<file path="src/rtl/intc_reg_pkg.sv">
package intc_reg_pkg;

  typedef enum logic [2:0] {
    RG_NONE  = 3'd0,
    RG_PRIO  = 3'd1,
    RG_PEND  = 3'd2,
    RG_EN    = 3'd3,
    RG_THR   = 3'd4,
    RG_CLAIM = 3'd5
  } region_e;

  typedef struct packed {
    region_e     region;
    logic        misaligned;
    logic [15:0] idx;
    logic [15:0] ctx;
  } dec_t;

  function automatic bit is_pow2(input int unsigned v);
    return (v != 0) && ((v & (v - 1)) == 0);
  endfunction

  // bits of enable/pending word w that name a real source (1..nsrc)
  function automatic logic [31:0] src_word_mask(input int w, input int nsrc);
    logic [31:0] m;
    for (int b = 0; b < 32; b++) begin
      m[b] = ((32 * w + b) >= 1) && ((32 * w + b) <= nsrc);
    end
    return m;
  endfunction

endpackage

</file>
<file path="src/rtl/intc_addr_decode.sv">
module intc_addr_decode
  import intc_reg_pkg::*;
#(
  parameter int          ADDR_W     = 24,
  parameter int          NSRC       = 40,
  parameter int          NCTX       = 2,
  parameter int unsigned PRIO_BASE  = 32'h0000,
  parameter int unsigned PEND_BASE  = 32'h1000,
  parameter int unsigned EN_BASE    = 32'h2000,
  parameter int unsigned EN_STRIDE  = 32'h80,
  parameter int unsigned CTX_BASE   = 32'h10_0000,
  parameter int unsigned CTX_STRIDE = 32'h1000
) (
  input  logic [ADDR_W-1:0] addr,
  output dec_t              dec
);
  localparam int          WORDS     = (NSRC + 32) / 32;
  localparam int unsigned PRIO_SIZE = NSRC * 4;
  localparam int unsigned PEND_SIZE = WORDS * 4;
  localparam int unsigned EN_SIZE   = NCTX * EN_STRIDE;
  localparam int unsigned CTX_SIZE  = NCTX * CTX_STRIDE;
  localparam int          EN_SH     = $clog2(EN_STRIDE);
  localparam int          CTX_SH    = $clog2(CTX_STRIDE);

  logic [31:0] a, o_prio, o_pend, o_en, o_ctx, t_idx, t_ctx, t_sub;

  always_comb begin
    a = '0;
    a[ADDR_W-1:0] = addr;
    o_prio = a - PRIO_BASE;
    o_pend = a - PEND_BASE;
    o_en   = a - EN_BASE;
    o_ctx  = a - CTX_BASE;
    t_idx  = '0;
    t_ctx  = '0;
    t_sub  = '0;
    dec            = '0;
    dec.region     = RG_NONE;
    dec.misaligned = |a[1:0];
    if (!dec.misaligned) begin
      if (o_prio < PRIO_SIZE) begin
        dec.region = RG_PRIO;
        t_idx      = o_prio >> 2;
      end else if (o_pend < PEND_SIZE) begin
        dec.region = RG_PEND;
        t_idx      = o_pend >> 2;
      end else if (o_en < EN_SIZE) begin
        t_ctx = o_en >> EN_SH;
        t_idx = (o_en & (EN_STRIDE - 1)) >> 2;
        if (t_idx < WORDS) dec.region = RG_EN;
      end else if (o_ctx < CTX_SIZE) begin
        t_ctx = o_ctx >> CTX_SH;
        t_sub = o_ctx & (CTX_STRIDE - 1);
        if (t_sub == 32'd0)      dec.region = RG_THR;
        else if (t_sub == 32'd4) dec.region = RG_CLAIM;
      end
    end
    dec.idx = t_idx[15:0];
    dec.ctx = t_ctx[15:0];
  end
endmodule

</file>
<file path="src/rtl/intc_reg_store.sv">
module intc_reg_store
  import intc_reg_pkg::*;
#(
  parameter int          NSRC     = 40,
  parameter int          NCTX     = 2,
  parameter int          PRIO_W   = 3,
  parameter int unsigned NUM_PRIO = 7,
  parameter int          TH_W     = 3,
  localparam int         WORDS    = (NSRC + 32) / 32
) (
  input  logic                      clk,
  input  logic                      rst_n,
  input  logic                      wr,
  input  dec_t                      dec,
  input  logic [31:0]               wdata,
  output logic [NSRC*PRIO_W-1:0]    prio_q,
  output logic [NCTX*WORDS*32-1:0]  en_words_q,
  output logic [NCTX*TH_W-1:0]      thr_q
);
  for (genvar k = 0; k < NSRC; k++) begin : g_prio
    always_ff @(posedge clk or negedge rst_n) begin
      if (!rst_n) prio_q[k*PRIO_W +: PRIO_W] <= '0;
      else if (wr && dec.region == RG_PRIO && dec.idx == 16'(k))
        prio_q[k*PRIO_W +: PRIO_W] <= wdata[PRIO_W-1:0];
    end
  end

  for (genvar c = 0; c < NCTX; c++) begin : g_ctx
    for (genvar w = 0; w < WORDS; w++) begin : g_word
      localparam logic [31:0] MASK = src_word_mask(w, NSRC);
      always_ff @(posedge clk or negedge rst_n) begin
        if (!rst_n) en_words_q[(c*WORDS+w)*32 +: 32] <= '0;
        else if (wr && dec.region == RG_EN && dec.ctx == 16'(c) && dec.idx == 16'(w))
          en_words_q[(c*WORDS+w)*32 +: 32] <= wdata & MASK;
      end
    end

    always_ff @(posedge clk or negedge rst_n) begin
      if (!rst_n) thr_q[c*TH_W +: TH_W] <= '0;
      else if (wr && dec.region == RG_THR && dec.ctx == 16'(c) && wdata <= NUM_PRIO)
        thr_q[c*TH_W +: TH_W] <= wdata[TH_W-1:0];
    end
  end
endmodule

</file>
<file path="src/rtl/intc_read_mux.sv">
module intc_read_mux
  import intc_reg_pkg::*;
#(
  parameter int  NSRC   = 40,
  parameter int  NCTX   = 2,
  parameter int  PRIO_W = 3,
  parameter int  TH_W   = 3,
  parameter int  ID_W   = 6,
  localparam int WORDS  = (NSRC + 32) / 32
) (
  input  dec_t                     dec,
  input  logic                     wr,
  input  logic [NSRC*PRIO_W-1:0]   prio_q,
  input  logic [NCTX*WORDS*32-1:0] en_words_q,
  input  logic [NCTX*TH_W-1:0]     thr_q,
  input  logic [NSRC-1:0]          pend_i,
  input  logic [NCTX*ID_W-1:0]     claim_id_i,
  output logic [31:0]              rdata,
  output logic                     err
);
  logic [WORDS*32-1:0] pview;

  always_comb begin
    pview = '0;
    pview[NSRC:1] = pend_i;
  end

  always_comb begin
    err   = dec.misaligned || dec.region == RG_NONE || (wr && dec.region == RG_PEND);
    rdata = '0;
    if (!err && !wr) begin
      unique case (dec.region)
        RG_PRIO:
          for (int k = 0; k < NSRC; k++)
            if (dec.idx == 16'(k)) rdata[PRIO_W-1:0] = prio_q[k*PRIO_W +: PRIO_W];
        RG_PEND:
          for (int w = 0; w < WORDS; w++)
            if (dec.idx == 16'(w)) rdata = pview[w*32 +: 32];
        RG_EN:
          for (int c = 0; c < NCTX; c++)
            for (int w = 0; w < WORDS; w++)
              if (dec.ctx == 16'(c) && dec.idx == 16'(w))
                rdata = en_words_q[(c*WORDS+w)*32 +: 32];
        RG_THR:
          for (int c = 0; c < NCTX; c++)
            if (dec.ctx == 16'(c)) rdata[TH_W-1:0] = thr_q[c*TH_W +: TH_W];
        RG_CLAIM:
          for (int c = 0; c < NCTX; c++)
            if (dec.ctx == 16'(c)) rdata[ID_W-1:0] = claim_id_i[c*ID_W +: ID_W];
        default: rdata = '0;
      endcase
    end
  end
endmodule

</file>
<file path="src/rtl/intc_reg_front.sv">
module intc_reg_front
  import intc_reg_pkg::*;
#(
  parameter int          ADDR_W     = 24,
  parameter int          NSRC       = 40,
  parameter int          NCTX       = 2,
  parameter int          PRIO_W     = 3,
  parameter int unsigned NUM_PRIO   = 7,
  parameter int unsigned PRIO_BASE  = 32'h0000,
  parameter int unsigned PEND_BASE  = 32'h1000,
  parameter int unsigned EN_BASE    = 32'h2000,
  parameter int unsigned EN_STRIDE  = 32'h80,
  parameter int unsigned CTX_BASE   = 32'h10_0000,
  parameter int unsigned CTX_STRIDE = 32'h1000,
  localparam int         ID_W       = $clog2(NSRC + 1),
  localparam int         TH_W       = $clog2(NUM_PRIO + 1),
  localparam int         WORDS      = (NSRC + 32) / 32
) (
  input  logic                    clk,
  input  logic                    rst_n,
  input  logic                    req_valid,
  output logic                    req_ready,
  input  logic                    req_write,
  input  logic [ADDR_W-1:0]       req_addr,
  input  logic [31:0]             req_wdata,
  output logic                    rsp_valid,
  input  logic                    rsp_ready,
  output logic [31:0]             rsp_rdata,
  output logic                    rsp_err,
  input  logic [NSRC-1:0]         pend_i,
  input  logic [NCTX*ID_W-1:0]    claim_id_i,
  output logic [NCTX-1:0]         claim_o,
  output logic [NCTX-1:0]         complete_o,
  output logic [ID_W-1:0]         complete_id_o,
  output logic [NSRC*PRIO_W-1:0]  prio_o,
  output logic [NCTX*NSRC-1:0]    en_o,
  output logic [NCTX*TH_W-1:0]    thr_o
);
  if (!is_pow2(EN_STRIDE) || EN_STRIDE < WORDS * 4) begin : g_bad_en_stride
    $error("enable stride must be a power of two covering all enable words");
  end
  if (!is_pow2(CTX_STRIDE) || CTX_STRIDE < 8) begin : g_bad_ctx_stride
    $error("context stride must be a power of two of at least 8 bytes");
  end

  dec_t                     dec;
  logic                     acc;
  logic [31:0]              rd_mux;
  logic                     err_mux;
  logic [NCTX*WORDS*32-1:0] en_words_q;

  assign acc       = req_valid && req_ready;
  assign req_ready = !rsp_valid || rsp_ready;

  intc_addr_decode #(
    .ADDR_W(ADDR_W), .NSRC(NSRC), .NCTX(NCTX),
    .PRIO_BASE(PRIO_BASE), .PEND_BASE(PEND_BASE), .EN_BASE(EN_BASE),
    .EN_STRIDE(EN_STRIDE), .CTX_BASE(CTX_BASE), .CTX_STRIDE(CTX_STRIDE)
  ) u_dec (
    .addr(req_addr),
    .dec (dec)
  );

  intc_reg_store #(
    .NSRC(NSRC), .NCTX(NCTX), .PRIO_W(PRIO_W), .NUM_PRIO(NUM_PRIO), .TH_W(TH_W)
  ) u_store (
    .clk       (clk),
    .rst_n     (rst_n),
    .wr        (acc && req_write),
    .dec       (dec),
    .wdata     (req_wdata),
    .prio_q    (prio_o),
    .en_words_q(en_words_q),
    .thr_q     (thr_o)
  );

  intc_read_mux #(
    .NSRC(NSRC), .NCTX(NCTX), .PRIO_W(PRIO_W), .TH_W(TH_W), .ID_W(ID_W)
  ) u_rmux (
    .dec       (dec),
    .wr        (req_write),
    .prio_q    (prio_o),
    .en_words_q(en_words_q),
    .thr_q     (thr_o),
    .pend_i    (pend_i),
    .claim_id_i(claim_id_i),
    .rdata     (rd_mux),
    .err       (err_mux)
  );

  // strobes toward the arbiter, live in the accept cycle
  for (genvar c = 0; c < NCTX; c++) begin : g_strobe
    assign claim_o[c]    = acc && !req_write && dec.region == RG_CLAIM && dec.ctx == 16'(c);
    assign complete_o[c] = acc && req_write && dec.region == RG_CLAIM && dec.ctx == 16'(c)
                           && req_wdata >= 32'd1 && req_wdata <= 32'(NSRC);
    for (genvar s = 1; s <= NSRC; s++) begin : g_en_map
      assign en_o[c*NSRC + s - 1] = en_words_q[(c*WORDS + s/32)*32 + s%32];
    end
  end
  assign complete_id_o = req_wdata[ID_W-1:0];

  always_ff @(posedge clk or negedge rst_n) begin
    if (!rst_n) begin
      rsp_valid <= 1'b0;
      rsp_rdata <= '0;
      rsp_err   <= 1'b0;
    end else if (acc) begin
      rsp_valid <= 1'b1;
      rsp_rdata <= rd_mux;
      rsp_err   <= err_mux;
    end else if (rsp_ready) begin
      rsp_valid <= 1'b0;
    end
  end
endmodule

</file>
<file path="config.mk">
export PLATFORM = sky130hd
export DESIGN_NAME = intc_reg_front
export DESIGN_NICKNAME = d
export VERILOG_FILES = /design/src/rtl/intc_reg_pkg.sv /design/src/rtl/intc_addr_decode.sv /design/src/rtl/intc_reg_store.sv /design/src/rtl/intc_read_mux.sv /design/src/rtl/intc_reg_front.sv
export SDC_FILE = /design/constraint.sdc
export NUM_CORES = 1
export LEC_CHECK = 0
export BUFFER_PORTS_ARGS = -buffer_cell sky130_fd_sc_hd__buf_2
export CORE_ASPECT_RATIO = 0.7
export CORE_MARGIN = 2
export CORE_UTILIZATION = 50
export DETAILED_ROUTE_END_ITERATION = 10
export GPL_TIMING_DRIVEN = 0
export HOLD_SLACK_MARGIN = 0.1
export PLACE_DENSITY_LB_ADDON = 0.25
export SYNTH_ARGS = -nofsm -noshare
export SYNTH_HDL_FRONTEND = slang
export SYNTH_SLANG_ARGS = --single-unit
</file>
<file path="constraint.sdc">
create_clock -name clk -period 10.3 [get_ports clk]
set_clock_uncertainty 0.2 [all_clocks]
set_input_delay 1.545 -clock clk [delete_from_list [all_inputs] [get_ports clk]]
set_output_delay 1.545 -clock clk [all_outputs]
set_load 0.005 [all_outputs]
</file>
Yosys cells after proc, flatten, opt, wreduce, memory -nomap -nowiden
Cells that the tools add are included.

Flip-flop bits (word level): 240. Input bits: 113. Word-level logic and storage cells: 263. Output and inout port bits: 251.

$lt $le $gt $ge: 8. Add/sub/neg operators: 3. Reduce and logical (&&, ||, !) cells: 84. Mux-type cells: 73. Equal/unequal tests: 46.

Operators by type and width (count): $eq 16x5->1 const B (16); $mux 32 (7); $mux 3 (49); $eq 16x4->1 const B (8); $eq 16x6->1 const B (8); $mux 16 (8); $logic_and 1x1->1 (72); $eq 16x3->1 const B (4); $pmux 26 s2 (1); $eq 16x1->1 const B (2); $eq 16x2->1 const B (2); $ge 32x1->1 const B (1); $le 32x3->1 const B (1); $le 32x6->1 const B (1); $logic_not 16->1 (2); $logic_not 32->1 (1); $lt 32x14->1 const B (1); $lt 32x4->1 const B (1); $lt 32x9->1 const B (1); $sub 24x13->25 const B (1); $sub 24x14->25 const B (1); $sub 24x21->25 const B (1); $lt 24x8->1 const B (1); $pmux 3 s5 (1); other kinds (15) (23).

Longest topological paths before layout
Gate-level depths: netlist (run 1).

Depth in word-level cells: 49. Mapped depth: 18. Mapped depth without buffers: 13.

Cells and area by module
Synthesis (run 1) repeated with hierarchy kept, for this count alone.

Cell total of the unflattened synthesis: 1302. Area total of the unflattened synthesis: 14302.5 µm².

By module, submodules not included: intc_reg_store (cells each 592, times used 1, sequential area each 5154.9 µm², area an instance 8684.6 µm²); intc_read_mux (cells each 449, times used 1, sequential area each 0.0 µm², area an instance 3080.5 µm²); intc_reg_front (cells each 109, times used 1, sequential area each 850.8 µm², area an instance 1510.2 µm²); intc_addr_decode (cells each 152, times used 1, sequential area each 0.0 µm², area an instance 1027.2 µm²).

Worst setup path after synthesis (run 1)
No wires, ideal clock.

Kind: in2out. Start point: in req_addr[21]. End point: out complete_o[1]. Stages: 11. Path buffers: 2. Data required time: 8.555 ns. Path slack: 4.555 ns. Data arrival time: 4.000 ns. Path through: clkbuf_1 -> inv_1 -> ha_1 -> a211o_1 -> a211oi_1 -> and2_1 -> buf_4 -> nor4b_2 -> a22oi_1 -> or4_4 -> nor2_1.

Cells in the longest elaborated chain, start to end: 12. Elaborated cells between the ends (all ways): 23. Classes of those cells: add/sub (3); order compare (4); eq/ne (2); mux (10); reduce/logical (4).

RTL lines: start, declared (line intc_reg_front.sv:24) `input logic [ADDR_W-1:0] req_addr,`; parallel branches: the longest is 9 deep, another holds $lt 32x14->1; $logic_and 1x1->1 (*) (line intc_reg_front.sv:94) `assign complete_o[c] = acc && req_write && dec.region == RG_CLAIM && dec.ctx == 16'(c)`; $logic_and 1x1->1 (*) (2 in a row) (line intc_reg_front.sv:95) `&& req_wdata >= 32'd1 && req_wdata <= 32'(NSRC);`; end, declared (line intc_reg_front.sv:33) `output logic [NCTX-1:0] complete_o,`.

Mark *: on every way between the ends.

Worst setup path in the final report (run 1)
Start point: in req_addr[21]. End point: out complete_o[0].

Cells in the longest elaborated chain, start to end: 12. Elaborated cells between the ends (all ways): 23. Classes of those cells: add/sub (3); order compare (4); eq/ne (1); mux (10); reduce/logical (5).

RTL lines: $sub 24x21->25 (line intc_addr_decode.sv:33) `o_ctx = a - CTX_BASE;`; $lt 32x14->1 (line intc_addr_decode.sv:51) `end else if (o_ctx < CTX_SIZE) begin`; $mux 3 (line intc_addr_decode.sv:51); $mux 3 (line intc_addr_decode.sv:47) `end else if (o_en < EN_SIZE) begin`; $mux 3 (line intc_addr_decode.sv:44) `end else if (o_pend < PEND_SIZE) begin`; $mux 3 (line intc_addr_decode.sv:41) `if (o_prio < PRIO_SIZE) begin`; $mux 3 (line intc_addr_decode.sv:40) `if (!dec.misaligned) begin`; $eq 3x3->1 (line intc_reg_front.sv:94); $logic_and 1x1->1 (line intc_reg_front.sv:94); $logic_and 1x1->1 (*) (line intc_reg_front.sv:94); $logic_and 1x1->1 (*) (2 in a row) (line intc_reg_front.sv:95).

Mark *: on every way between the ends. The rest lies on a longest branch, timed or not.

==> reports/qor.log, run 1 <==
INFO  outcome        status=completed
INFO  worst_hold_path hold_path_class=reg -> reg
INFO  drt            postRouteAntennaNets=0
INFO  drt            drc=0
INFO  sta            timing_worst_slew_pin_value=1180ps
INFO  drt            wirelength_met1=26900um
INFO  drt            drt-total-wl=60300um
INFO  layout         drive_above_1_share=33.5%
INFO  synthesis      syn-mean-instance-area=10.2squm
INFO  power_and_ir_drop static-leakage-power=8.27nW
INFO  synthesis      synth-edff-count=0
INFO  synthesis      syn_area=13700squm
INFO  global_routing grt_pass1_wl=87200um
INFO  synthesis      synth_seq_area_share=43.9%
INFO  sta            hold_viol_final=0
INFO  synthesis      synth_ff_type=dfrtp_1
INFO  die            placeableCoreArea=26800squm
INFO  synthesis      ys_ff_latch=240
INFO  global_routing number_of_global_route_vias_before_repair=13.1k
INFO  worst_setup_path cp.required=8560ps
INFO  drt            met3WireLength=8080um
INFO  sta            rsz_0062_raised_after_global_routing=false
INFO  synthesis      post_synthesis_xor_xnor_area_fraction=0.256%
INFO  synthesis      synth_top_family_by_area=compound AO/OA/AOI/OAI gates
INFO  drt            detailroute.wirelength.met2=23700um
INFO  sta            worst_slew_margin_rel=20.9%
INFO  synthesis      yosys.area_share.simple=16.8%
INFO  sta            report.final.setup_viol=0
INFO  cts            numCtsBuffers=24
INFO  cts            post_cts_hold_buffer_count=0
INFO  cts            ctsResizeCount=0
INFO  synthesis      synthDominantCellAreaShare=43.9%
INFO  drt            dr.max_layer_used=met4
INFO  die            dieArea=28700squm
INFO  worst_setup_path worst_setup_slack_for_register_to_register_paths=6680ps
INFO  worst_setup_path r2r_end=u_store.prio_q[113]
INFO  sta            timing.final.crit_share=73.3%
INFO  synthesis      compound_gate_portion_of_the_synthesized_area=17.4%
INFO  die            start_util=51.0%
INFO  global_routing globalRoute.totalOverflow=0
INFO  die            rows=50
INFO  layout         area_delta_synth_final=22.7%
INFO  sta            max_clock_freq=132MHz
INFO  die            vert_die_dim=142um
INFO  layout         most_frequent_standard_cell_in_the_layout_excluding_fill_and_tap_cells=buf_2
INFO  cts            cts_tree=done
INFO  worst_setup_path critical_path_peak_fanout=9
INFO  layout         layout.cells.most_common_list=buf_2, dfrtp_1, nand2_1, mux2_2, nor2_1
INFO  worst_setup_path worstSetupStartpoint=req_addr[21]
INFO  global_routing grt_antenna_before_repair=2
INFO  worst_setup_path crit_arrival=5800ps
INFO  worst_setup_path worst_r2r_startpoint=rsp_valid
INFO  sta            maxSlewViolCount=0
INFO  sta            setup_total_negative_slack=0ps
INFO  cts            cts_root_buffer=clkbuf_16
INFO  cts            cts.clk_slew.worst_paths=60ps
INFO  worst_setup_path crit_path_end_kind=output pin
INFO  cts            cts.sink_count=240
INFO  synthesis      synthAdderAreaFrac=1.01%
INFO  run            max_cap_viol_count=0
INFO  synthesis      netlist-cell-type-count=90
INFO  power_and_ir_drop peakVddDrop=0.146mV
INFO  drt            avgRoutedWirePerCell=28.6um
INFO  worst_hold_path holdPathStages=2
INFO  drt            drtPass1Iterations=6
INFO  global_routing grt_start_max_net_pins=85
INFO  synthesis      muxShareOfSynthArea=17.1%
INFO  layout         final_core_occ=62.5%
INFO  synthesis      synth-warning-count=0
INFO  drt            total_number_of_vias=14.0k
INFO  cts            cts_setup_buffers=0
INFO  sta            post-route-min-period=7550ps
INFO  cts            cts_max_level=1
INFO  synthesis      synth.area.top_cells=dfrtp_1, mux2_2, mux2_1
INFO  worst_setup_path critical_path_class=in -> out
INFO  placement      finalWeightedCongestion=1.01
INFO  worst_setup_path r2r_cells=8
INFO  layout         nNetsFinal=1854
INFO  global_routing grtUsageTotal=41.0%
INFO  cts            clock_path_buffers=3
INFO  synthesis      synth_nets=1470
INFO  placement      place.port_buffers=356
INFO  worst_hold_path hold_path_startpoint=rsp_rdata[21]
INFO  drt            drtIter0Drc=1873
INFO  die            die_width=202um
INFO  die            num_io_pins=364
INFO  synthesis      post_synth_inst_count=1346
INFO  power_and_ir_drop cellPowerDensity=120nW/um^2
INFO  placement      hpwlAfterDp=46900um
INFO  synthesis      postSynth.asyncResetShare=100%
INFO  synthesis      synth_largest_area_cell=dfrtp_1
INFO  drt            via_density_per_instance=6.65
INFO  cts            clock_latency=560ps
INFO  worst_setup_path worst_setup_path_start_kind=input pin
INFO  worst_hold_path whs_endpoint=rsp_rdata[21]
[per-stage QoR]
| step | instances | total power, mW | worst slack (ps) | area (sq um) | hold WS [ps] |
|---|---|---|---|---|---|
| global route | 2110 | 2.07 | 2350 | 16800 | 311 |
| global placement | 2066 | 1.11 | 3050 | 15900 | 265 |
| CTS | 2109 | 2.01 | 2900 | 16800 | 284 |
| detailed placement | 2068 | 1.12 | 2910 | 16000 | 270 |
| finish | 2110 | 2.01 | 2750 | 16800 | 283 |
| floorplan | 1346 | 1.02 | 4560 | 13700 | 273 |
[registers in the layout, summed over array words and instances, names as in the netlist]
name	flops
rsp_err	1
rsp_rdata	32
rsp_valid	1
u_store.en_words_q	80
u_store.prio_q	120
u_store.thr_q	6
[synthesized netlist by cell type, drive strengths merged (16+ instances only)]
library cell and n:
dfrtp 240, mux2 203, nand2 133, nor2 84
o21ai 67, clkbuf 57, nor3 48, nand3 39
a21oi 36, a22oi 33, buf 33, a22o 27
nor4 27, inv 23, nand4 16
[layout make-up]
| type | instances | area, sq um |
|---|---|---|
| diodes | 1 | 2.50 |
| plain buffers | 90 | 400 |
| clock buffers | 35 | 692 |
| clock inverters | 6 | 105 |
| fillers | 2279 | 10100 |
| inverters | 23 | 86.3 |
| multi-input cells | 993 | 7180 |
| flip-flops and latches | 240 | 6010 |
| well taps | 364 | 455 |
| repair buffers | 358 | 1850 |
[report_power, final]
group	switching (mW)	internal, mW
combinational	0.118	0.0435
sequential	0.00145	0.944
clock	0.389	0.517
total	0.508	1.50
[per-layer routing]
layer  vias to the layer above  track usage (%)
li1                       5890                -
met1                      7037             63.3
met2                       982             53.1
met3                       114             14.4
met4                         0             10.8
met5                         -                0
[cells by family (layout without fill, tap and decap cells)]
family | Yosys count | after routing
simple gates | 446 | 446
compound gates | 324 | 324
flops | 240 | 240
mux | 208 | 208
buf+inv | 113 | 512
fa+ha+maj | 11 | 11
xor+xnor | 4 | 4
other cells | 0 | 1
[critical path, stage by stage]
cell      delay [ps]
clkbuf_1         330
inv_1            210
ha_1             300
a211o_1          320
a211oi_1         480
nand4_1          220
nor4_1           510
nor2_1           230
nor3_1          1010
nand4_1          250
nor2b_1          220
buf_2            160
[how the worst max path moves through the flow]
stage / endpoint / slack (ps)
2_1_floorplan: complete_o[1] / 4560
3_3_place_gp: complete_o[0] / 3050
3_5_place_dp: complete_o[0] / 2910
4_1_cts: complete_o[0] / 2900
5_1_grt: complete_o[0] / 2350
6_report: complete_o[0] / 2750
(Power assumes the default switching activity.)
==> run 2, diff against run 1 <==
--- a/config.mk
+++ b/config.mk
@@ -8,7 +8,7 @@
 export BUFFER_PORTS_ARGS = -buffer_cell sky130_fd_sc_hd__buf_2
 export CORE_ASPECT_RATIO = 0.7
 export CORE_MARGIN = 2
-export CORE_UTILIZATION = 50
+export CORE_UTILIZATION = 49
 export DETAILED_ROUTE_END_ITERATION = 10
 export GPL_TIMING_DRIVEN = 0
 export HOLD_SLACK_MARGIN = 0.1
==> constraint.sdc (replaced) <==
create_clock -name clk -period 6.15 [get_ports clk]
set_clock_uncertainty 0.2 [all_clocks]
set_input_delay 0.9225 -clock clk [delete_from_list [all_inputs] [get_ports clk]]
set_output_delay 0.9225 -clock clk [all_outputs]
set_load 0.005 [all_outputs]
==> run 2 against run 1 <==
Against the previous run:
- the flow now finishes with violations (max-capacitance violations, max-slew violations)
- total power rose by 78%
- sequential power rose by 67%
- combinational power rose by 67%
- first-iteration DRC count fell by 5.9%
- wire length rose by 0.45%
- die area rose by 2.0%
- utilization fell by 1.3 points
- sequential share of layout area fell by 0.28 points
- setup slack got worse by 2600 ps
- register-to-register slack got worse by 4000 ps
- critical path depth did not move
- clock power rose by 90%
- highest routed layer is now met5
==> reports/qor.log, run 2 (synthesized netlist as in run 1, its figures left out) <==
INFO  power_and_ir_drop switching_power=0.895mW [+76%]
INFO  drt            avgRoutedWirePerCell=28.6um [-0.12%]
INFO  die            placeableCoreArea=27600squm [+3.0%]
INFO  die            start_util=49.5% [-1.5 points]
INFO  worst_setup_path cp.required=5030ps [-3530 ps]
INFO  power_and_ir_drop static-leakage-power=8.34nW [+0.83%]
INFO  layout         layout_top_registers=u_store.prio_q (120), u_store.en_words_q (80), rsp_rdata (32)
INFO  die            rows=51 [+2.0%]
INFO  worst_setup_path r2r_cells=8 [unchanged]
INFO  run            max_cap_viol_count=1 [+1]
INFO  power_and_ir_drop power.share.clock=48.2% [+3.2 points]
INFO  sta            timing.final.crit_share=97.1%
INFO  sta            timing_worst_slew_pin_value=1550ps [+375 ps]
INFO  global_routing grt_start_max_net_pins=102 [+20%]
INFO  layout         nNetsFinal=1855 [+0.054%]
INFO  placement      hpwlAfterDp=46900um [about the same]
INFO  layout         layout.cells.most_common_list=buf_2, dfrtp_1, nand2_1, mux2_2, nor2_1
INFO  worst_setup_path critical_path_class=in -> out
INFO  power_and_ir_drop combinationalPowerShare=7.5% [-0.5 points]
INFO  sta            rsz_0062_raised_after_global_routing=false
INFO  sta            maxSlewViolCount=6 [+6]
INFO  global_routing grt_antenna_before_repair=2 [unchanged]
INFO  global_routing globalRoute.totalOverflow=0 [unchanged]
INFO  worst_setup_path worst_r2r_startpoint=rsp_valid
INFO  layout         final_core_occ=61.2% [-1.3 points]
INFO  power_and_ir_drop cellPowerDensity=212nW/um^2 [+76%]
INFO  cts            post_cts_hold_buffer_count=0 [unchanged]
INFO  global_routing grt_pass1_wl=86700um [-0.58%]
INFO  worst_setup_path r2r_end=u_store.prio_q[84]
INFO  drt            via_density_per_instance=6.62 [-0.35%]
INFO  placement      finalWeightedCongestion=1.02 [+0.84%]
INFO  layout         most_frequent_standard_cell_in_the_layout_excluding_fill_and_tap_cells=buf_2
INFO  drt            drt-total-wl=60600um [+0.45%]
INFO  layout         fill_cells=2360 [+3.6%]
INFO  sta            max_clock_freq=167MHz
INFO  power_and_ir_drop peakVddDrop=0.261mV [+78%]
INFO  power_and_ir_drop internal_power=2.68mW [+78%]
INFO  sta            report.final.setup_viol=0 [unchanged]
INFO  worst_setup_path slowest_stage_delay_cp=620ps [-390 ps]
INFO  power_and_ir_drop switching_share=25.0% [-0.24 points]
INFO  sta            worst_slew_margin_rel=-4.61% [-26 points]
INFO  layout         drive_above_1_share=34.0% [+0.50 points]
INFO  worst_setup_path cpMostUsedCell=nand4_1
INFO  sta            post-route-min-period=5970ps
INFO  die            die_width=204um [+0.99%]
INFO  layout         area_delta_synth_final=23.7%
INFO  drt            drc=0 [unchanged]
INFO  drt            drtPass1Iterations=7 [+1]
INFO  worst_setup_path critical_path_peak_fanout=9 [unchanged]
INFO  sta            hold_slack=206ps [-77.5 ps]
INFO  global_routing grtUsageTotal=40.2% [-0.81 points]
INFO  die            vert_die_dim=144um [+0.99%]
INFO  placement      place.port_buffers=356 [unchanged]
INFO  worst_setup_path crit_path_end_kind=output pin
INFO  outcome        status=finished, violations left
INFO  worst_setup_path timing.critical_path.cells=clkbuf_1 -> inv_1 -> ha_1 -> a211o_1 -> a211oi_1 -> nand4_1 -> nor4_1 -> nor2_1 -> nor3_2 -> nand4_1 -> nor2b_1 -> buf_2
INFO  layout         max_flop_register=u_store.prio_q
INFO  die            num_io_pins=364 [unchanged]
INFO  cts            clock_path_buffers=3 [unchanged]
INFO  worst_hold_path hold_path_class=in -> async
INFO  power_and_ir_drop p_seq_share=44.3% [-2.7 points]
INFO  cts            cts_tree=done
INFO  sta            hold_viol_final=0 [unchanged]
INFO  outcome        failed_checks=max-capacitance violations, max-slew violations
INFO  power_and_ir_drop overall_power_consumption=3.58mW [+78%]
INFO  worst_setup_path worst_setup_slack_for_register_to_register_paths=2720ps [-3960 ps]
INFO  global_routing number_of_global_route_vias_before_repair=12.8k [-2.0%]
INFO  layout         largest_reg_flops=120 [unchanged]
INFO  worst_setup_path worst_setup_path_start_kind=input pin
INFO  cts            cts_root_buffer=clkbuf_16
INFO  cts            cts.sink_count=240 [unchanged]
INFO  worst_setup_path critPathSlowestCell=nor4_1
INFO  worst_setup_path crit_arrival=4850ps [-950 ps]
INFO  drt            postRouteAntennaNets=0 [unchanged]
INFO  drt            drtIter0Drc=1762 [-5.9%]
INFO  cts            cts_max_level=1 [unchanged]
INFO  cts            clock_latency=560ps [about the same]
INFO  drt            total_number_of_vias=14.1k [+0.21%]
INFO  die            dieArea=29300squm [+2.0%]
INFO  cts            cts.clk_slew.worst_paths=60ps [about the same]
INFO  cts            numCtsBuffers=25 [+4.2%]
-- run 2: cell types whose count changed in the layout (fill, tap and decap cells not counted), sizes merged --
| cell | delta |
|---|---|
| bufinv | +4 |
| clkbuf | -7 |
| clkinv | +4 |
| diode | +1 |
| inv | +3 |
-- run 2: worst max-delay path: cells and delay by family --
kind | cells | cell delay, ps
buffers and inverters | 3 | 680
AOI/OAI and AO/OA | 2 | 750
adders and majority gates | 1 | 300
and+or+nand+nor | 6 | 2180
-- run 2: metrics by stage --
stage	setup TNS, ps	setup WS [ps]	instances	cell area (sq um)
detailed placement	0	83.5	2075	16000
global route	0	34.8	2120	16900
global placement	-50660	-240	2073	15900
CTS	0	47.5	2120	16900
finish	0	176	2122	16900
floorplan	0	1650	1346	13700
-- run 2: how the worst max path moves through the flow --
stage / startpoint / to / depth (start not counted)
6_report: req_addr[21] / complete_o[0] / 12
5_1_grt: req_addr[21] / complete_o[0] / 12
4_1_cts: req_addr[21] / complete_o[0] / 12
3_5_place_dp: req_addr[21] / complete_o[0] / 12
3_3_place_gp: rst_n / rsp_rdata[27] / 1
2_1_floorplan: req_addr[21] / complete_o[1] / 11
-- run 2: power by group through the flow --
stage | clock, mW | sequential, mW | combinational, mW
2_1_floorplan | 0 | 1.61 | 0.102
3_3_place_gp | 0 | 1.61 | 0.253
3_5_place_dp | 0 | 1.61 | 0.259
4_1_cts | 1.73 | 1.58 | 0.260
5_1_grt | 1.80 | 1.58 | 0.287
6_report | 1.72 | 1.58 | 0.270
-- run 2: timing repair --
| item | in CTS | in global routing |
|---|---|---|
| setup endpoints to repair | 0 | 3 |
| resized for setup | 0 | 1 |
| buffers inserted | 0 | 0 |
-- run 2: per-layer routing --
| metal | routed length [um] | vias to the layer above | track usage, % |
|---|---|---|---|
| li1 | - | 5892 | - |
| met3 | 7910 | 105 | 12.2 |
| met2 | 24100 | 959 | 52.6 |
| met1 | 27200 | 7095 | 63.3 |
| met4 | 1370 | 2 | 8.76 |
| met5 | 14 | - | 0 |
-- run 2: final cells by class --
class	count	area, sq um	share of cell area, %
Antenna cell	2	5.00	0.0296
Inverter	23	86.3	0.511
Timing Repair Buffer	358	1850	10.9
Buffer	90	400	2.37
Clock buffer	28	657	3.88
Multi-Input combinational cell	993	7190	42.5
Sequential cell	240	6010	35.5
Tap cell	371	464	2.75
Clock inverter	17	258	1.52
==> run 3, diff against run 2 <==
--- a/config.mk
+++ b/config.mk
@@ -5,14 +5,16 @@
 export SDC_FILE = /design/constraint.sdc
 export NUM_CORES = 1
 export LEC_CHECK = 0
+export ABC_AREA = 1
 export BUFFER_PORTS_ARGS = -buffer_cell sky130_fd_sc_hd__buf_2
 export CORE_ASPECT_RATIO = 0.7
-export CORE_MARGIN = 2
-export CORE_UTILIZATION = 49
+export CORE_MARGIN = 4
+export CORE_UTILIZATION = 48
 export DETAILED_ROUTE_END_ITERATION = 10
 export GPL_TIMING_DRIVEN = 0
 export HOLD_SLACK_MARGIN = 0.1
 export PLACE_DENSITY_LB_ADDON = 0.25
+export RECOVER_POWER = 100
 export SYNTH_ARGS = -nofsm -noshare
 export SYNTH_HDL_FRONTEND = slang
 export SYNTH_SLANG_ARGS = --single-unit
==> run 3 against run 2 <==
Against the previous run:
- the run still ends with max-capacitance violations, max-slew violations left
- wire length is 16% lower
- via count is 1.3% higher
- combinational power is 7.8% lower
- count of clock-buffer cells in the layout is 9 higher
- clock power is 6% lower
- die area is 2.0% higher
- global-route usage is 7.3 points lower
==> reports/qor.log, run 3 <==
INFO  synthesis      netlist-cell-type-count=44 [-51%]
INFO  layout         final_core_occ=60.6% [-0.65 points]
INFO  worst_hold_path holdPathStages=1
INFO  cts            cts_root_buffer=clkbuf_16
INFO  power_and_ir_drop internal_power=2.60mW [-2.9%]
INFO  synthesis      post_synth_inst_count=1740 [+29%]
INFO  worst_setup_path critPathSlowestCell=nand2_1
INFO  sta            worst_slew_margin_rel=-73.9% [-69 points]
INFO  synthesis      postSynth.asyncResetShare=100% [unchanged]
INFO  power_and_ir_drop switching_power=0.837mW [-6.5%]
INFO  global_routing grt_pass1_wl=77500um [-11%]
INFO  worst_setup_path worst_r2r_startpoint=u_store.prio_q[7]
INFO  drt            drtPass1Iterations=6 [-1]
INFO  synthesis      synthDominantCellAreaShare=46.1% [+2.2 points]
INFO  layout         post_layout_nonfiller_instances=2518 [+19%]
INFO  drt            dr.max_layer_used=met5
INFO  drt            drc=0 [unchanged]
INFO  sta            post-route-min-period=5770ps [-203 ps]
INFO  synthesis      syn-mean-instance-area=7.48squm [-26%]
INFO  placement      placed_cells_incl_taps=2467 [+19%]
INFO  cts            cts.clk_slew.worst_paths=60ps [about the same]
INFO  synthesis      yosys.area_share.simple=28.9% [+12 points]
INFO  synthesis      synthAdderAreaFrac=1.06% [+0.051 points]
INFO  sta            hold_slack=278ps [+72.4 ps]
INFO  drt            met3WireLength=5850um [-26%]
INFO  layout         nNetsFinal=2260 [+22%]
INFO  power_and_ir_drop cellPowerDensity=213nW/um^2 [+0.58%]
INFO  synthesis      synth-warning-count=0 [unchanged]
INFO  drt            drtIter0Drc=1367 [-22%]
INFO  synthesis      syn_area=13000squm [-4.8%]
INFO  drt            wirelength_met1=21900um [-20%]
INFO  placement      dp_area=15400squm [-4.0%]
INFO  outcome        status=finished, violations left
INFO  placement      hpwlAfterDp=40000um [-15%]
INFO  global_routing grt_start_max_net_pins=111 [+8.8%]
INFO  synthesis      post_synthesis_xor_xnor_area_fraction=0.336% [+0.080 points]
INFO  sta            hold_viol_final=0 [unchanged]
INFO  worst_setup_path worst_setup_slack_for_register_to_register_paths=2660ps [-60 ps]
INFO  cts            clock_latency=540ps [-20 ps]
INFO  layout         layout_top_registers=u_store.prio_q (120), u_store.en_words_q (80), rsp_rdata (32)
INFO  synthesis      muxShareOfSynthArea=0% [-17 points]
INFO  synthesis      synth_seq_area_share=46.1% [+2.2 points]
INFO  layout         area_delta_synth_final=24.2%
INFO  drt            detailroute.wirelength.met2=21700um [-9.8%]
INFO  die            num_io_pins=364 [unchanged]
INFO  power_and_ir_drop switching_share=24.3% [-0.69 points]
INFO  worst_setup_path r2r_end=rsp_rdata[1]
INFO  sta            max_clock_freq=173MHz [+3.5%]
INFO  power_and_ir_drop combinationalPowerShare=7.2% [-0.3 points]
INFO  sta            timing.final.crit_share=93.8% [-3.3 points]
INFO  synthesis      yosys.cell_count.top_type=nand2_1
INFO  layout         most_frequent_standard_cell_in_the_layout_excluding_fill_and_tap_cells=nand2_1
INFO  worst_setup_path crit_path_end_kind=flop
INFO  drt            postRouteAntennaNets=0 [unchanged]
INFO  cts            numCtsBuffers=25 [unchanged]
INFO  drt            via_density_per_instance=5.66 [-15%]
INFO  layout         largest_reg_flops=120 [unchanged]
INFO  synthesis      ys_ff_latch=240 [unchanged]
INFO  drt            drt-total-wl=51000um [-16%]
INFO  worst_hold_path hold_path_class=reg -> reg
INFO  power_and_ir_drop power.share.clock=46.8% [-1.4 points]
INFO  die            die_width=205um [+0.58%]
INFO  power_and_ir_drop static-leakage-power=8.04nW [-3.6%]
INFO  synthesis      synth_top_family_by_area=simple AND/OR/NAND/NOR gates
INFO  outcome        failed_checks=max-capacitance violations, max-slew violations
INFO  worst_setup_path r2r_cells=29 [+21]
INFO  synthesis      synth_ff_type=dfrtp_1
INFO  worst_setup_path cpMostUsedCell=nand2_1
INFO  sta            maxSlewViolCount=245 [+239]
INFO  worst_setup_path crit_arrival=5980ps [+1130 ps]
INFO  power_and_ir_drop p_seq_share=46.0% [+1.7 points]
INFO  synthesis      ys_top_cells_by_count=nand2_1, o21ai_0, dfrtp_1, inv_1, nor2_1
INFO  layout         drive_above_1_share=18.0% [-16 points]
INFO  cts            clock_path_buffers=3 [unchanged]
INFO  synthesis      synth.area.top_cells=dfrtp_1, nand2_1, o21ai_0
INFO  layout         max_flop_register=u_store.prio_q
INFO  layout         insertedDiodeCount=0 [-2]
INFO  sta            timing_worst_slew_pin_value=2610ps [+1060 ps]
INFO  worst_setup_path critical_path_class=in -> reg
INFO  layout         fill_cells=2604 [+10%]
INFO  global_routing grtUsageTotal=32.8% [-7.3 points]
INFO  placement      finalWeightedCongestion=0.986 [-3.0%]
INFO  die            start_util=48.7% [-0.76 points]
INFO  worst_hold_path whs_endpoint=rsp_rdata[4]
INFO  sta            rsz_0062_raised_after_global_routing=true
INFO  run            max_cap_viol_count=3 [+2]
INFO  global_routing number_of_global_route_vias_before_repair=13.4k [+4.1%]
INFO  worst_setup_path critical_path_peak_fanout=5 [-4]
INFO  cts            cts_max_level=1 [unchanged]
INFO  cts            cts_tree=done
INFO  global_routing globalRoute.totalOverflow=0 [unchanged]
INFO  layout         layout.cells.most_common_list=nand2_1, buf_2, o21ai_0, dfrtp_1, inv_1
INFO  worst_setup_path worst_setup_path_start_kind=input pin
INFO  power_and_ir_drop peakVddDrop=0.194mV [-26%]
INFO  global_routing grt_antenna_before_repair=4 [+2]
INFO  die            dieArea=29900squm [+2.0%]
INFO  cts            cts.sink_count=240 [unchanged]
INFO  synthesis      synth_largest_area_cell=dfrtp_1
INFO  synthesis      synth-edff-count=0 [unchanged]
INFO  die            vert_die_dim=146um [+1.4%]
INFO  worst_setup_path cp.required=6360ps [+1330 ps]
INFO  sta            report.final.setup_viol=0 [unchanged]
INFO  drt            avgRoutedWirePerCell=20.3um [-29%]
INFO  die            rows=50 [-2.0%]
INFO  synthesis      synth_nets=1864 [+27%]
INFO  worst_hold_path hold_path_startpoint=rsp_rdata[4]
INFO  synthesis      compound_gate_portion_of_the_synthesized_area=16.1% [-1.3 points]
INFO  drt            total_number_of_vias=14.2k [+1.3%]
INFO  power_and_ir_drop overall_power_consumption=3.44mW [-3.8%]
INFO  worst_setup_path slowest_stage_delay_cp=330ps [-290 ps]
INFO  die            placeableCoreArea=26700squm [-3.3%]
INFO  layout         post_route_design_area=16200squm [-4.3%]
INFO  placement      place.port_buffers=361 [+1.4%]
-- run 3: how the worst max path moves through the flow --
stage / startpoint / endpoint / cells after the start
finish: req_addr[13] / rsp_rdata[1] / 44
floorplan: req_addr[13] / rsp_rdata[1] / 42
global route: req_addr[13] / rsp_rdata[2] / 44
detailed placement: req_addr[13] / rsp_rdata[2] / 43
global placement: req_addr[13] / rsp_rdata[2] / 43
CTS: req_addr[13] / rsp_rdata[2] / 43
-- run 3: metal layers --
layer	vias to the layer above	GRT usage, %
met3	100	8.60
li1	6564	-
met4	6	8.60
met5	-	0
met2	798	48.2
met1	6773	48.5
-- run 3: worst max-delay path, delay by kind of cell --
kind,cells,cell delay (ps)
AND/OR/NAND/NOR,38,3960
buffers and inverters,4,570
AO/OA/AOI/OAI,1,250
adder cells (fa/ha/maj),1,240
-- run 3: cell families after synthesis --
logic type | count (synthesis)
flops | 240
simple gates | 871
buf+inv | 250
compound gates | 363
fa+ha+maj | 11
xor+xnor | 5
-- run 3: timing repair --
| action | 4_1_cts | 5_1_grt |
|---|---|---|
| setup buffers | 0 | 4 |
| hold buffers | 1 | 0 |
| hold endpoints to repair | 4 | 0 |
| resized for setup | 0 | 17 |
| setup endpoints to repair | 0 | 3 |
-- run 3: power groups by stage --
stage	combinational (mW)	clock (mW)	sequential, mW
after floorplan	0.103	0	1.61
after global placement	0.237	0	1.61
after detailed placement	0.244	0	1.61
after CTS	0.246	1.62	1.58
after global routing	0.273	1.69	1.58
final	0.249	1.61	1.58
-- run 3: layout make-up --
cell class | instances | area [sq um] | share of cell area [%]
plain buffers | 68 | 285 | 1.76
clock buffers | 37 | 731 | 4.52
clock inverters | 8 | 135 | 0.835
inverters | 182 | 689 | 4.26
multi-input cells | 1251 | 6130 | 37.9
flip-flops and latches | 240 | 6010 | 37.1
well taps | 364 | 455 | 2.82
repair buffers | 368 | 1740 | 10.8
-- run 3: metrics by stage --
stage / TNS [ps] / setup slack, ps
detailed placement: -550 / -242
global placement: -66390 / -330
finish: 0 / 379
CTS: 0 / 285
global route: -18.6 / -18.6
floorplan: 0 / 1530
